## src/rtl/utmi_rx_pkg.sv

```systemverilog
package utmi_rx_pkg;
  typedef enum logic [1:0] {
    SYM_SE0 = 2'b00,
    SYM_K   = 2'b01,
    SYM_J   = 2'b10,
    SYM_SE1 = 2'b11
  } line_sym_e;

  typedef enum logic [1:0] {
    ST_HUNT  = 2'd0,
    ST_PKT   = 2'd1,
    ST_CLOSE = 2'd2
  } rx_state_e;
endpackage

```

## src/rtl/utmi_rx_nrzi.sv

```systemverilog
module utmi_rx_nrzi
  import utmi_rx_pkg::*;
(
  input  logic       clk_i,
  input  logic       rst_ni,
  input  logic       bit_en_i,
  input  logic [1:0] line_i,
  output logic       se0_o,
  output logic       is_k_o,
  output logic       bit_o,
  output logic       strobe_o
);
  logic prev_k_q;

  assign se0_o    = (line_i == SYM_SE0) || (line_i == SYM_SE1);
  assign is_k_o   = (line_i == SYM_K);
  assign bit_o    = (is_k_o == prev_k_q);
  assign strobe_o = bit_en_i && !se0_o;

  // line idles at J; SE0 returns the reference level to J
  always_ff @(posedge clk_i or negedge rst_ni) begin
    if (!rst_ni)       prev_k_q <= 1'b0;
    else if (bit_en_i) prev_k_q <= se0_o ? 1'b0 : is_k_o;
  end
endmodule

```

## src/rtl/utmi_rx_unstuff.sv

```systemverilog
module utmi_rx_unstuff #(
  parameter int RUN = 6
) (
  input  logic clk_i,
  input  logic rst_ni,
  input  logic load_i,
  input  logic en_i,
  input  logic bit_i,
  output logic drop_o,
  output logic viol_o
);
  localparam int CW = $clog2(RUN + 1);
  localparam logic [CW-1:0] RUN_C = CW'(RUN);

  logic [CW-1:0] ones_q;

  assign drop_o = en_i && (ones_q == RUN_C) && !bit_i;
  assign viol_o = en_i && (ones_q == RUN_C) && bit_i;

  always_ff @(posedge clk_i or negedge rst_ni) begin
    if (!rst_ni)     ones_q <= '0;
    else if (load_i) ones_q <= CW'(1);
    else if (en_i) begin
      if (!bit_i)               ones_q <= '0;
      else if (ones_q != RUN_C) ones_q <= ones_q + 1'b1;
    end
  end
endmodule

```

## src/rtl/utmi_rx_pack.sv

```systemverilog
module utmi_rx_pack #(
  parameter int W = 8
) (
  input  logic         clk_i,
  input  logic         rst_ni,
  input  logic         clear_i,
  input  logic         raw_en_i,
  input  logic         dat_en_i,
  input  logic         bit_i,
  output logic         tick_o,
  output logic         avail_o,
  output logic [W-1:0] byte_o
);
  localparam int CW = $clog2(W);
  localparam logic [CW-1:0] LAST = CW'(W - 1);

  logic [W-1:0]  shift_q, hold_q, new_byte;
  logic [CW-1:0] dcnt_q, slot_q;
  logic          pend_q, done_now;

  assign new_byte = {bit_i, shift_q[W-1:1]};
  assign done_now = dat_en_i && (dcnt_q == LAST);
  assign tick_o   = raw_en_i && (slot_q == LAST);
  assign avail_o  = pend_q || done_now;
  assign byte_o   = done_now ? new_byte : hold_q;

  always_ff @(posedge clk_i or negedge rst_ni) begin
    if (!rst_ni) begin
      shift_q <= '0; hold_q <= '0; dcnt_q <= '0; slot_q <= '0; pend_q <= 1'b0;
    end else if (clear_i) begin
      shift_q <= '0; hold_q <= '0; dcnt_q <= '0; slot_q <= '0; pend_q <= 1'b0;
    end else begin
      if (raw_en_i) slot_q <= (slot_q == LAST) ? '0 : slot_q + 1'b1;
      if (dat_en_i) begin
        shift_q <= new_byte;
        dcnt_q  <= (dcnt_q == LAST) ? '0 : dcnt_q + 1'b1;
      end
      if (done_now) hold_q <= new_byte;
      if (tick_o)        pend_q <= 1'b0;
      else if (done_now) pend_q <= 1'b1;
    end
  end
endmodule

```

## src/rtl/utmi_rx_deser.sv

```systemverilog
module utmi_rx_deser
  import utmi_rx_pkg::*;
#(
  parameter int DATA_W     = 8,
  parameter int STUFF_RUN  = 6,
  parameter int SYNC_EDGES = 3
) (
  input  logic              clk_i,
  input  logic              rst_ni,
  input  logic              bit_en_i,
  input  logic [1:0]        line_i,
  output logic [DATA_W-1:0] data_o,
  output logic              rx_active_o,
  output logic              rx_valid_o,
  output logic              rx_error_o,
  output logic              byte_stb_o
);
  localparam int ZW = $clog2(SYNC_EDGES + 1);
  localparam logic [ZW-1:0] ZMAX = ZW'(SYNC_EDGES);

  rx_state_e         state_q;
  logic [ZW-1:0]     zcnt_q;
  logic              se0, is_k, dbit, strobe;
  logic              drop, viol, tick, avail;
  logic [DATA_W-1:0] pk_byte;
  logic              start, in_pkt, pkt_bit, raw_en, dat_en, eop;

  utmi_rx_nrzi u_nrzi (
    .clk_i, .rst_ni, .bit_en_i, .line_i,
    .se0_o(se0), .is_k_o(is_k), .bit_o(dbit), .strobe_o(strobe)
  );

  assign in_pkt  = (state_q == ST_PKT);
  assign start   = (state_q == ST_HUNT) && strobe && dbit && is_k && (zcnt_q >= ZMAX);
  assign pkt_bit = in_pkt && strobe;
  assign raw_en  = pkt_bit && !viol;
  assign dat_en  = raw_en && !drop;
  assign eop     = in_pkt && bit_en_i && se0;

  utmi_rx_unstuff #(.RUN(STUFF_RUN)) u_unstuff (
    .clk_i, .rst_ni, .load_i(start), .en_i(pkt_bit), .bit_i(dbit),
    .drop_o(drop), .viol_o(viol)
  );

  utmi_rx_pack #(.W(DATA_W)) u_pack (
    .clk_i, .rst_ni, .clear_i(start), .raw_en_i(raw_en), .dat_en_i(dat_en),
    .bit_i(dbit), .tick_o(tick), .avail_o(avail), .byte_o(pk_byte)
  );

  always_ff @(posedge clk_i or negedge rst_ni) begin
    if (!rst_ni) begin
      state_q <= ST_HUNT; zcnt_q <= '0; data_o <= '0;
      rx_active_o <= 1'b0; rx_valid_o <= 1'b0; rx_error_o <= 1'b0; byte_stb_o <= 1'b0;
    end else begin
      byte_stb_o <= 1'b0;
      rx_error_o <= 1'b0;
      unique case (state_q)
        ST_HUNT: begin
          if (bit_en_i) begin
            if (se0 || dbit)       zcnt_q <= '0;
            else if (zcnt_q != ZMAX) zcnt_q <= zcnt_q + 1'b1;
          end
          if (start) begin
            state_q <= ST_PKT; byte_stb_o <= 1'b1;
            rx_active_o <= 1'b1; rx_valid_o <= 1'b0;
          end
        end
        ST_PKT: begin
          if (eop) begin
            byte_stb_o <= 1'b1;
            if (avail) begin
              rx_valid_o <= 1'b1; data_o <= pk_byte; state_q <= ST_CLOSE;
            end else begin
              rx_active_o <= 1'b0; rx_valid_o <= 1'b0; state_q <= ST_HUNT;
            end
          end else if (pkt_bit && viol) begin
            byte_stb_o <= 1'b1; rx_error_o <= 1'b1; rx_valid_o <= 1'b0;
            state_q <= ST_CLOSE;
          end else if (tick) begin
            byte_stb_o <= 1'b1; rx_valid_o <= avail;
            if (avail) data_o <= pk_byte;
          end
        end
        default: begin
          byte_stb_o <= 1'b1; rx_active_o <= 1'b0; rx_valid_o <= 1'b0;
          zcnt_q <= '0; state_q <= ST_HUNT;
        end
      endcase
    end
  end
endmodule

```

## config.mk

```make
export PLATFORM = sky130hd
export DESIGN_NAME = utmi_rx_deser
export DESIGN_NICKNAME = d
export VERILOG_FILES = /design/src/rtl/utmi_rx_pkg.sv /design/src/rtl/utmi_rx_nrzi.sv /design/src/rtl/utmi_rx_unstuff.sv /design/src/rtl/utmi_rx_pack.sv /design/src/rtl/utmi_rx_deser.sv
export SDC_FILE = /design/constraint.sdc
export NUM_CORES = 1
export LEC_CHECK = 0
export ABC_CLOCK_PERIOD_IN_PS = 2400
export CAP_MARGIN = 40
export CORE_MARGIN = 4
export CORE_UTILIZATION = 35
export CTS_CLUSTER_SIZE = 24
export DETAILED_ROUTE_END_ITERATION = 8
export DONT_BUFFER_PORTS = 1
export PLACE_DENSITY = 0.52
export RECOVER_POWER = 100
export SYNTH_ARGS = -nofsm -noshare
export SYNTH_HDL_FRONTEND = slang
export SYNTH_SLANG_ARGS = --single-unit
```

## constraint.sdc

```tcl
create_clock -name clk_i -period 2.4 [get_ports clk_i]
set_input_delay 0.48 -clock clk_i [delete_from_list [all_inputs] [get_ports clk_i]]
set_output_delay 0.48 -clock clk_i [all_outputs]
set_load 0.02 [all_outputs]
```

Word level (Yosys, flattened, before mapping). Cells that the tools add are included.

Register bits after elaboration: 43. Output and inout bits: 12. Input bits: 5.

Add/sub/neg operators: 4. Order comparisons: 1. Bitwise logic cells: 1. Mux-type cells: 49. Equality and inequality tests: 18. Reduce and logical (&&, ||, !) cells: 36.

Operators with widths (count): two-way mux 8 bit (8); two-way mux 3 bit (10); two-way mux 1 bit (19); logical AND 1 bit (16); two-way mux 2 bit (7); != test 2 bit (second input constant) (5); adder 3 x 1 -> 3 bit (second input constant) (3); == test 3 bit (second input constant) (3); != test 3 x 1 -> 1 bit (second input constant) (3); AND reduction 3 bit (3); case mux 2 bit (2 select lines) (2); nonzero test 2 bit (4); case mux 1 bit (2 select lines) (3); AND reduction 2 bit (3); == test 2 x 1 -> 1 bit (second input constant) (2); zero test 1 bit (4); zero test 2 bit (2); != test 4 x 2 -> 1 bit (second input constant) (1); logical OR 1 bit (3); != test 3 bit (second input constant) (1); nonzero test 3 bit (1); adder 2 x 1 -> 2 bit (second input constant) (1); == test 2 bit (second input constant) (1); >= comparator 2 bit (second input constant) (1); other kinds (3) (3).

Longest topological paths before layout. Gate-level depths: netlist (run 1).

Depth after elaboration: 16. Depth in mapped cells: 8. Gate-level depth less buffers: 6.

By module. From an unflattened synthesis (run 1), not the netlist that was laid out.

Cell total of the unflattened synthesis: 189. Area, all modules: 2074.5 sq um.

Modules (own cells, without submodules): utmi_rx_pack (instances 1, cells each 97, area an instance 1063.5 sq um, sequential area each 550.5 sq um); utmi_rx_deser (instances 1, cells each 63, area an instance 740.7 sq um, sequential area each 400.4 sq um); utmi_rx_unstuff (instances 1, cells each 23, area an instance 198.9 sq um, sequential area each 75.1 sq um); utmi_rx_nrzi (instances 1, cells each 6, area an instance 71.3 sq um, sequential area each 25.0 sq um).

Worst setup path after synthesis (run 1). Ideal clock, no wire load.

Path type: input-to-reg. Start point: input port line_i[1]. End point: register data_o[7]. Setup time: 79 ps. Required time: 2321 ps. Cell stages on the path: 8. Data arrival time: 1999 ps. Setup slack: 321 ps. Path buffers: 2. Path through: inv_1 > ha_1 > nor4bb_1 > buf_4 > nand2_8 > a221oi_2 > buf_6 > mux2i_1.

Longest elaborated chain between the ends: 16. Elaborated cells between the ends (all ways): 29. Those cells by class: eq/ne (4); mux (5); reduce/logical (20).

RTL lines: from (decl) (RTL line utmi_rx_deser.sv:11) `input logic [1:0] line_i,`; == test 2 bit / zero test 2 bit (equally long branches) (RTL line utmi_rx_nrzi.sv:15) `assign se0_o = (line_i == SYM_SE0) || (line_i == SYM_SE1);`; logical OR 1 bit (RTL line utmi_rx_nrzi.sv:15); zero test 1 bit (RTL line utmi_rx_nrzi.sv:18) `assign strobe_o = bit_en_i && !se0_o;`; logical AND 1 bit (RTL line utmi_rx_nrzi.sv:18); logical AND 1 bit (RTL line utmi_rx_deser.sv:35) `assign pkt_bit = in_pkt && strobe;`; logical AND 1 bit (RTL line utmi_rx_unstuff.sv:17, utmi_rx_unstuff.sv:18); logical AND 1 bit (RTL line utmi_rx_unstuff.sv:18) `assign viol_o = en_i && (ones_q == RUN_C) && bit_i;`; zero test 1 bit (RTL line utmi_rx_deser.sv:36) `assign raw_en = pkt_bit && !viol;`; logical AND 1 bit (RTL line utmi_rx_deser.sv:36); logical AND 1 bit (RTL line utmi_rx_deser.sv:37) `assign dat_en = raw_en && !drop;`; logical AND 1 bit (RTL line utmi_rx_pack.sv:22) `assign done_now = dat_en_i && (dcnt_q == LAST);`; two-way mux 8 bit / logical OR 1 bit (equally long branches); two-way mux 8 bit (RTL line utmi_rx_deser.sv:71, utmi_rx_deser.sv:81); two-way mux 8 bit (RTL line utmi_rx_deser.sv:79) `end else if (tick) begin`; two-way mux 8 bit (RTL line utmi_rx_deser.sv:76) `end else if (pkt_bit && viol) begin`; two-way mux 8 bit (RTL line utmi_rx_deser.sv:69) `if (eop) begin`; to (signal assigned) (RTL line utmi_rx_deser.sv:81) `if (avail) data_o <= pk_byte;`; to (decl) (RTL line utmi_rx_deser.sv:12) `output logic [DATA_W-1:0] data_o,`.

Several ways; a longest one is shown, not always the timed one. The select of a mux whose other input is x is not followed. A chain may end at the register's enable or synchronous reset.

Final worst setup path (run 1).
Start point: register state_q[0]. End point: register data_o[5].

Longest elaborated chain between the ends: 13. Elaborated cells between the ends (all ways): 23. Those cells by class: eq/ne (2); mux (5); reduce/logical (16).

RTL lines: from (decl) (RTL line utmi_rx_deser.sv:21) `rx_state_e state_q;`; from (signal assigned) (RTL line utmi_rx_deser.sv:52) `state_q <= ST_HUNT; zcnt_q <= '0; data_o <= '0;`; from (signal assigned) (RTL line utmi_rx_deser.sv:64) `state_q <= ST_PKT; byte_stb_o <= 1'b1;`; from (signal assigned) (RTL line utmi_rx_deser.sv:72) `rx_valid_o <= 1'b1; data_o <= pk_byte; state_q <= ST_CLOSE;`; == test 2 x 1 -> 1 bit * (RTL line utmi_rx_deser.sv:33, utmi_rx_deser.sv:57); logical AND 1 bit (RTL line utmi_rx_deser.sv:35); logical AND 1 bit (RTL line utmi_rx_unstuff.sv:17, utmi_rx_unstuff.sv:18); logical AND 1 bit (RTL line utmi_rx_unstuff.sv:18); zero test 1 bit (RTL line utmi_rx_deser.sv:36); logical AND 1 bit (RTL line utmi_rx_deser.sv:36); logical AND 1 bit (RTL line utmi_rx_deser.sv:37); logical AND 1 bit (RTL line utmi_rx_pack.sv:22); two-way mux 8 bit / logical OR 1 bit (equally long branches); two-way mux 8 bit (RTL line utmi_rx_deser.sv:71, utmi_rx_deser.sv:81); two-way mux 8 bit (RTL line utmi_rx_deser.sv:79); two-way mux 8 bit (RTL line utmi_rx_deser.sv:76); two-way mux 8 bit (RTL line utmi_rx_deser.sv:69).

Mark *: on every way between the ends. The rest lies on a longest branch, timed or not. The select of a mux whose other input is x is not followed.

==> impl_metrics.toml, run 1 <==
[grt]
grt_max_degree = 43
gr-total-overflow = 0
grt_pass1_wl_mm = 6.844
grt_pass1_vias = 1367
antenna_found_initial = 0
grt_use_total = 0.1223

[setup_path]
critical_path_class = "flip-flop to flip-flop"
end_kind = "flip-flop"
required_ns = 2.60
cp_data_arrival_time_ns = 2.38
cp_max_fo = 11
start_kind = "flip-flop"

[drt]
maxUsedRoutingLayer = "met4"
postRouteAntennaNets = 0
wl_met3_um = 111
vias = 1317
drc = 0
firstDrtPassIters = 4
via_per_inst = 5.008
wl_per_cell_um = 14.20
finalWirelength_mm = 3.735
met1Wirelength_mm = 1.784
drtIter0Drc = 65
dr_wl_met2_mm = 1.786

[yosys]
async_flop_share = 1.000
synth_cell_types = 38
syn-num-nets = 198
syn-cell-area_um2 = 1988
synthFlopType = "dfrtp_1"
ys_seq_elements = 42
ys_seq_area_frac = 0.5286
syn_inst = 185
synth_edf_count = 0
synth.avg_cell_area_um2 = 10.75
ys_warn_count = 0

[clock_network]
cts_max_path_buffers = 2
cts_root_buf = "clkbuf_8"
cts.hold.buffers_added = 1
clk_pin_slew_worst_paths_ns = 0.08
cts.repair.resized = 0
clock-sinks = 42
cts_tree = "done"
post-cts-setup-buffer-count = 0
numCtsBuffers = 5
insertion_delay_ns = 0.30
htree_levels = 2

[min_path]
hold_class = "input pin to flip-flop"

[sta]
slew_headroom = -0.2108
fin_skew_ns = 0.008198
min_period_ns = 2.175
hold_viol_final = 0
rsz0062_at_grt = "no"
worstMarginPinSlew_ns = 1.813
tns_ns = 0
whs_ns = 0.2912
slew_viol_final = 43
setup_violations = 0
maxClockFrequency_ghz = 0.4598
period_share = 0.9061
setup_ws_ns = 0.2253

[run]
maxCapViolCount = 1

[power]
leakagePower_nw = 1.069
p_per_area_nw_per_um2 = 869.8
peakVddDrop_mv = 0.2599

[die]
initial_core_util = 0.3611
core_um2 = 5507
boundaryPins = 17
die_w_um = 83.37
rows = 27
fp.dieArea_um2 = 6951
die_h_um = 83.37

[layout]
fin_util = 0.3960
num-fill-cells = 551
layout-drive-gt1-share = 0.1204
nets = 203
area_delta_synth_final_pct = 9.692
n_antenna_cell = 0

[placement]
gp_congestion = 0.7897
dpl.hpwl_mm = 2.636
place_worst_setup_slack_ns = 0.06139
portBuffers = 0

[run_status]
violations = "max-capacitance violations, max-slew violations"
run_status = "finished with violations"
final cells by class:
class | instances | area [um^2] | area share
clock buffers | 5 | 68.82 | 0.03155
clock inverters | 3 | 43.79 | 0.02008
inverters | 14 | 52.55 | 0.02410
multi-input cells | 119 | 818.3 | 0.3752
flip-flops and latches | 42 | 1051 | 0.4819
well taps | 72 | 90.09 | 0.04131
repair buffers | 8 | 56.30 | 0.02582
report_power, final:
part	total [W]	internal, W	switching (W)
logic	0.000355	0.000167	0.000188
registers	0.000974	0.000839	0.000135
clock network	0.000568	0.000312	0.000256
stage by stage:
| stage | instances | area [um^2] | power, W |
|---|---|---|---|
| after detailed placement | 254 | 2071 | 0.001340 |
| after global placement | 254 | 2071 | 0.001319 |
| after global routing | 263 | 2181 | 0.002039 |
| after floorplan | 185 | 1988 | 0.001255 |
| final | 263 | 2181 | 0.001897 |
| after CTS | 263 | 2203 | 0.001932 |
flip-flops by register name, summed over array words and instances (netlist names):
name	cells
u_unstuff.ones_q	3
byte_stb_o	1
u_pack.slot_q	3
rx_error_o	1
rx_active_o	1
u_pack.hold_q	8
u_nrzi.prev_k_q	1
u_pack.dcnt_q	3
state_q	2
data_o	8
rx_valid_o	1
u_pack.shift_q	7
zcnt_q	2
u_pack.pend_q	1
layout by cell type, fill, tap and decap left out, drive strengths merged, types with 2 or more instances in the layout:
cell,instances
clkbuf,8
nor3,4
dfrtp,42
mux2i,17
nand3b,2
or2,2
a21oi,12
mux2,2
ha,8
nor2,19
nand2,24
a211oi,2
o32ai,2
o21ai,4
buf,4
a31o,2
a22o,2
inv,15
cell usage after synthesis, drive strengths merged, types with 2 or more instances:
cell type	count	share of area
o21ai	4	0.010
mux2	2	0.011
dfrtp	42	0.53
ha	8	0.050
a31o	2	0.0088
a22o	2	0.0088
o32ai	2	0.0088
or2	2	0.0063
nand2	24	0.053
nor3	4	0.010
inv	14	0.026
nor2	19	0.036
mux2i	17	0.086
buf	9	0.028
a21oi	12	0.030
a211oi	2	0.0075
nand3b	2	0.0075
critical path, cell delays in order, from the launching register on:
cell      delay, ns
dfrtp_1        0.52
nor4bb_1       0.37
clkbuf_2       0.27
nand2_8        0.12
a221oi_2       0.34
buf_4          0.22
mux2i_1        0.23
per-layer routing:
| metal | vias to the layer above | track usage |
|---|---|---|
| li1 | 644 | - |
| met1 | 650 | 0.1632 |
| met2 | 18 | 0.1924 |
| met3 | 5 | 0.03373 |
| met4 | 0 | 0.03863 |
| met5 | - | 0 |
logic make-up after synthesis:
family / share of synthesized area
and+or+nand+nor: 0.1435
DFF: 0.5286
AOI/OAI and AO/OA: 0.1196
buffers and inverters: 0.05664
muxes: 0.09691
adders and majority gates: 0.05035
xor gates and xnor gates: 0.004406
path summary, 6_finish.rpt:
check / from / cells past startpoint / end / slack, ns
max reg2reg: state_q[0] / 6 / data_o[5] / 0.23
min in group asynchronous: rst_ni / 1 / data_o[6] / 0.69
min: bit_en_i / 1 / state_q[0] / 0.29
max: state_q[0] / 6 / data_o[5] / 0.23
max in group asynchronous: rst_ni / 1 / u_pack.dcnt_q[1] / 0.66
min reg2reg: u_pack.dcnt_q[1] / 1 / u_pack.dcnt_q[1] / 0.51
(Power assumes the default switching activity.)
==> run 2, diff against run 1 <==
- SYNTH_HIERARCHICAL: not set -> 1
==> impl_metrics.toml, run 2 <==
[setup_path]
r2r-end = "data_o[2]"
reg2reg_depth = 10
cp_data_arrival_time_ns = 2.40
critical-path-max-stage-delay_ns = 0.39
cp_slowest_cell = "dfrtp_1"
path_delay_family = "simple AND/OR/NAND/NOR gates"
path_cells = "and2b_4, nand2_2, inv_1, nand3_2, nor2_4, nor2_1, and2_1, a21o_1, o2111ai_4, mux2_4"
critical_path_class = "flip-flop to flip-flop"
cp_max_fo = 9
start_kind = "flip-flop"
path_buf_inv = 1
end_kind = "flip-flop"
required_ns = 2.59
r2r-start = "state_q[1]"
r2r_setup_slack_ns = 0.18

[layout]
top_regs = "data_o (8), u_pack/hold_q (8), u_pack/shift_q (7)"
n_antenna_cell = 0
nets = 216
fin_cells = 276
layout-drive-gt1-share = 0.2500
final_cell_mix = "dfrtp_1, a21oi_1, nor2_1, nand2_1, mux2i_1"
multi_input_area_um2 = 1016
seq_area_um2 = 1051
final_common_cell = "dfrtp_1"
num-fill-cells = 533
area_delta_synth_final_pct = 15.98

[yosys]
async_flop_share = 1.000
syn-cell-area_um2 = 2074
netlist.top_cell.by_area = "dfrtp_1"
ys_seq_area_frac = 0.5066
synth_cell_types = 43
synth_edf_count = 0
synth.avg_cell_area_um2 = 10.98
synth.most_common_cell = "dfrtp_1"
ys_seq_elements = 42
yosys-top-cells-area = "dfrtp_1, mux2i_1, ha_1"
synth_top_area_share = 0.5066
synthTopCellsByCount = "dfrtp_1, a21oi_1, nor2_1"
syn-num-nets = 202
ys_warn_count = 6
syn_inst = 189
synthFlopType = "dfrtp_1"

[die]
rows = 27
boundaryPins = 17
initial_core_util = 0.3677
die_w_um = 84.99
fp.dieArea_um2 = 7222
die_h_um = 84.99
core_um2 = 5642

[sta]
whs_ns = 0.3292
period_share = 0.9244
slew_viol_final = 43
slew_headroom = -0.2509
maxClockFrequency_ghz = 0.4508
setup_violations = 0
min_period_ns = 2.219
worstMarginPinSlew_ns = 1.876
rsz0062_at_grt = "no"
hold_viol_final = 0
fin_skew_ns = 0.009159

[min_path]
hold_class = "input pin to flip-flop"
hold_start = "bit_en_i"
whs_path_depth = 1
whs_endpoint = "u_nrzi/prev_k_q"

[drt]
drc = 0
firstDrtPassIters = 4
vias = 1406
drtIter0Drc = 63
via_per_inst = 5.094
postRouteAntennaNets = 0
wl_per_cell_um = 14.83
finalWirelength_mm = 4.093

[grt]
grt_max_degree = 43
grt_pass1_wl_mm = 7.383
grt_pass1_vias = 1540
gr-total-overflow = 0
grt_use_total = 0.1278
antenna_found_initial = 0

[placement]
placed_cells = 267
dpl.hpwl_mm = 2.880
gp_congestion = 0.7316
portBuffers = 0

[power]
p_per_area_nw_per_um2 = 519.7
peakVddDrop_mv = 0.2204
leakagePower_nw = 1.195

[clock_network]
cts_root_buf = "clkbuf_8"
htree_levels = 2
numCtsBuffers = 5
clk_pin_slew_worst_paths_ns = 0.08
clock-sinks = 42
insertion_delay_ns = 0.29
cts_tree = "done"
cts_max_path_buffers = 2

[run_status]
run_status = "finished with violations"
violations = "max-capacitance violations, max-slew violations"

[run]
maxCapViolCount = 1
-- run 2: cell types whose count changed after synthesis, moves of 3 or more --
cell | previous run | this run
a21bo_2 | 0 | 7
a21oi_1 | 12 | 16
buf_2 | 6 | 1
inv_1 | 14 | 7
mux2_2 | 2 | 8
mux2i_1 | 17 | 11
nand2_1 | 23 | 15
nand2b_1 | 0 | 3
nand3_1 | 1 | 10
nand4_1 | 1 | 5
nor2_1 | 19 | 16
-- run 2: worst max path at each step --
stage | start | end | slack (ns) | cells after the start
after floorplan | line_i[1] | data_o[0] | -0.007 | 14
after detailed placement | line_i[1] | data_o[2] | -0.01 | 12
after global routing | state_q[1] | data_o[1] | 0.03 | 10
after CTS | state_q[1] | data_o[2] | 0.19 | 10
after global placement | line_i[1] | data_o[4] | 0.07 | 12
final | state_q[1] | data_o[2] | 0.18 | 10
-- run 2: report_power, final --
group          leakage [nW]  switching, W  internal, W
logic                 0.570     0.0000476    0.0000310
registers             0.581    0.00000613     0.000714
clock network        0.0441      0.000247     0.000204
total                  1.20      0.000301     0.000950
-- run 2: area by class of cell --
type | instances | share of cell area
multi-input combinational | 132 | 0.4223
clock inverter | 3 | 0.008840
sequential | 42 | 0.4368
timing repair buffer | 14 | 0.04836
clock buffer | 5 | 0.02860
inverter | 8 | 0.01768
tap | 72 | 0.03744
-- run 2: per-layer routing --
layer	track usage	wire (um)	up-vias
met4	0.04748	48	0
met3	0.02913	108	4
li1	-	-	689
met1	0.1682	1908	699
met2	0.2048	2027	14
met5	0	0	-
-- run 2: logic make-up (layout without fill, tap and decap cells) --
kind of cell             count (synthesis)  count (layout)  share of synthesized area
adder cells (fa/ha/maj)                  8               8                    0.04825
AND/OR/NAND/NOR                         65              65                     0.1617
multiplexers                            20              20                     0.1037
XOR/XNOR                                 1               1                   0.004223
flip-flops                              42              42                     0.5066
AO/OA/AOI/OAI                           38              38                     0.1351
buffers and inverters                   15              30                    0.04041
-- run 2: what timing repair did --
item,in CTS,in global routing
endpoints found under the setup margin,0,0
setup buffers,0,0
endpoints found under the hold margin,42,0
hold buffers,1,0
gates resized for setup,0,0
-- run 2: metrics by stage --
stage               total power [W]  area (um^2)  utilization  worst slack (ns)  setup TNS [ns]
floorplan                 0.0007822         2180            -         -0.007226        -0.05781
global placement          0.0007993         2328       0.4127           0.07200               0
detailed placement        0.0008041         2328       0.4127          -0.01366        -0.03778
CTS                        0.001280         2439       0.4322            0.1875               0
global route               0.001311         2406       0.4265           0.03157               0
finish                     0.001250         2406       0.4265            0.1815               0
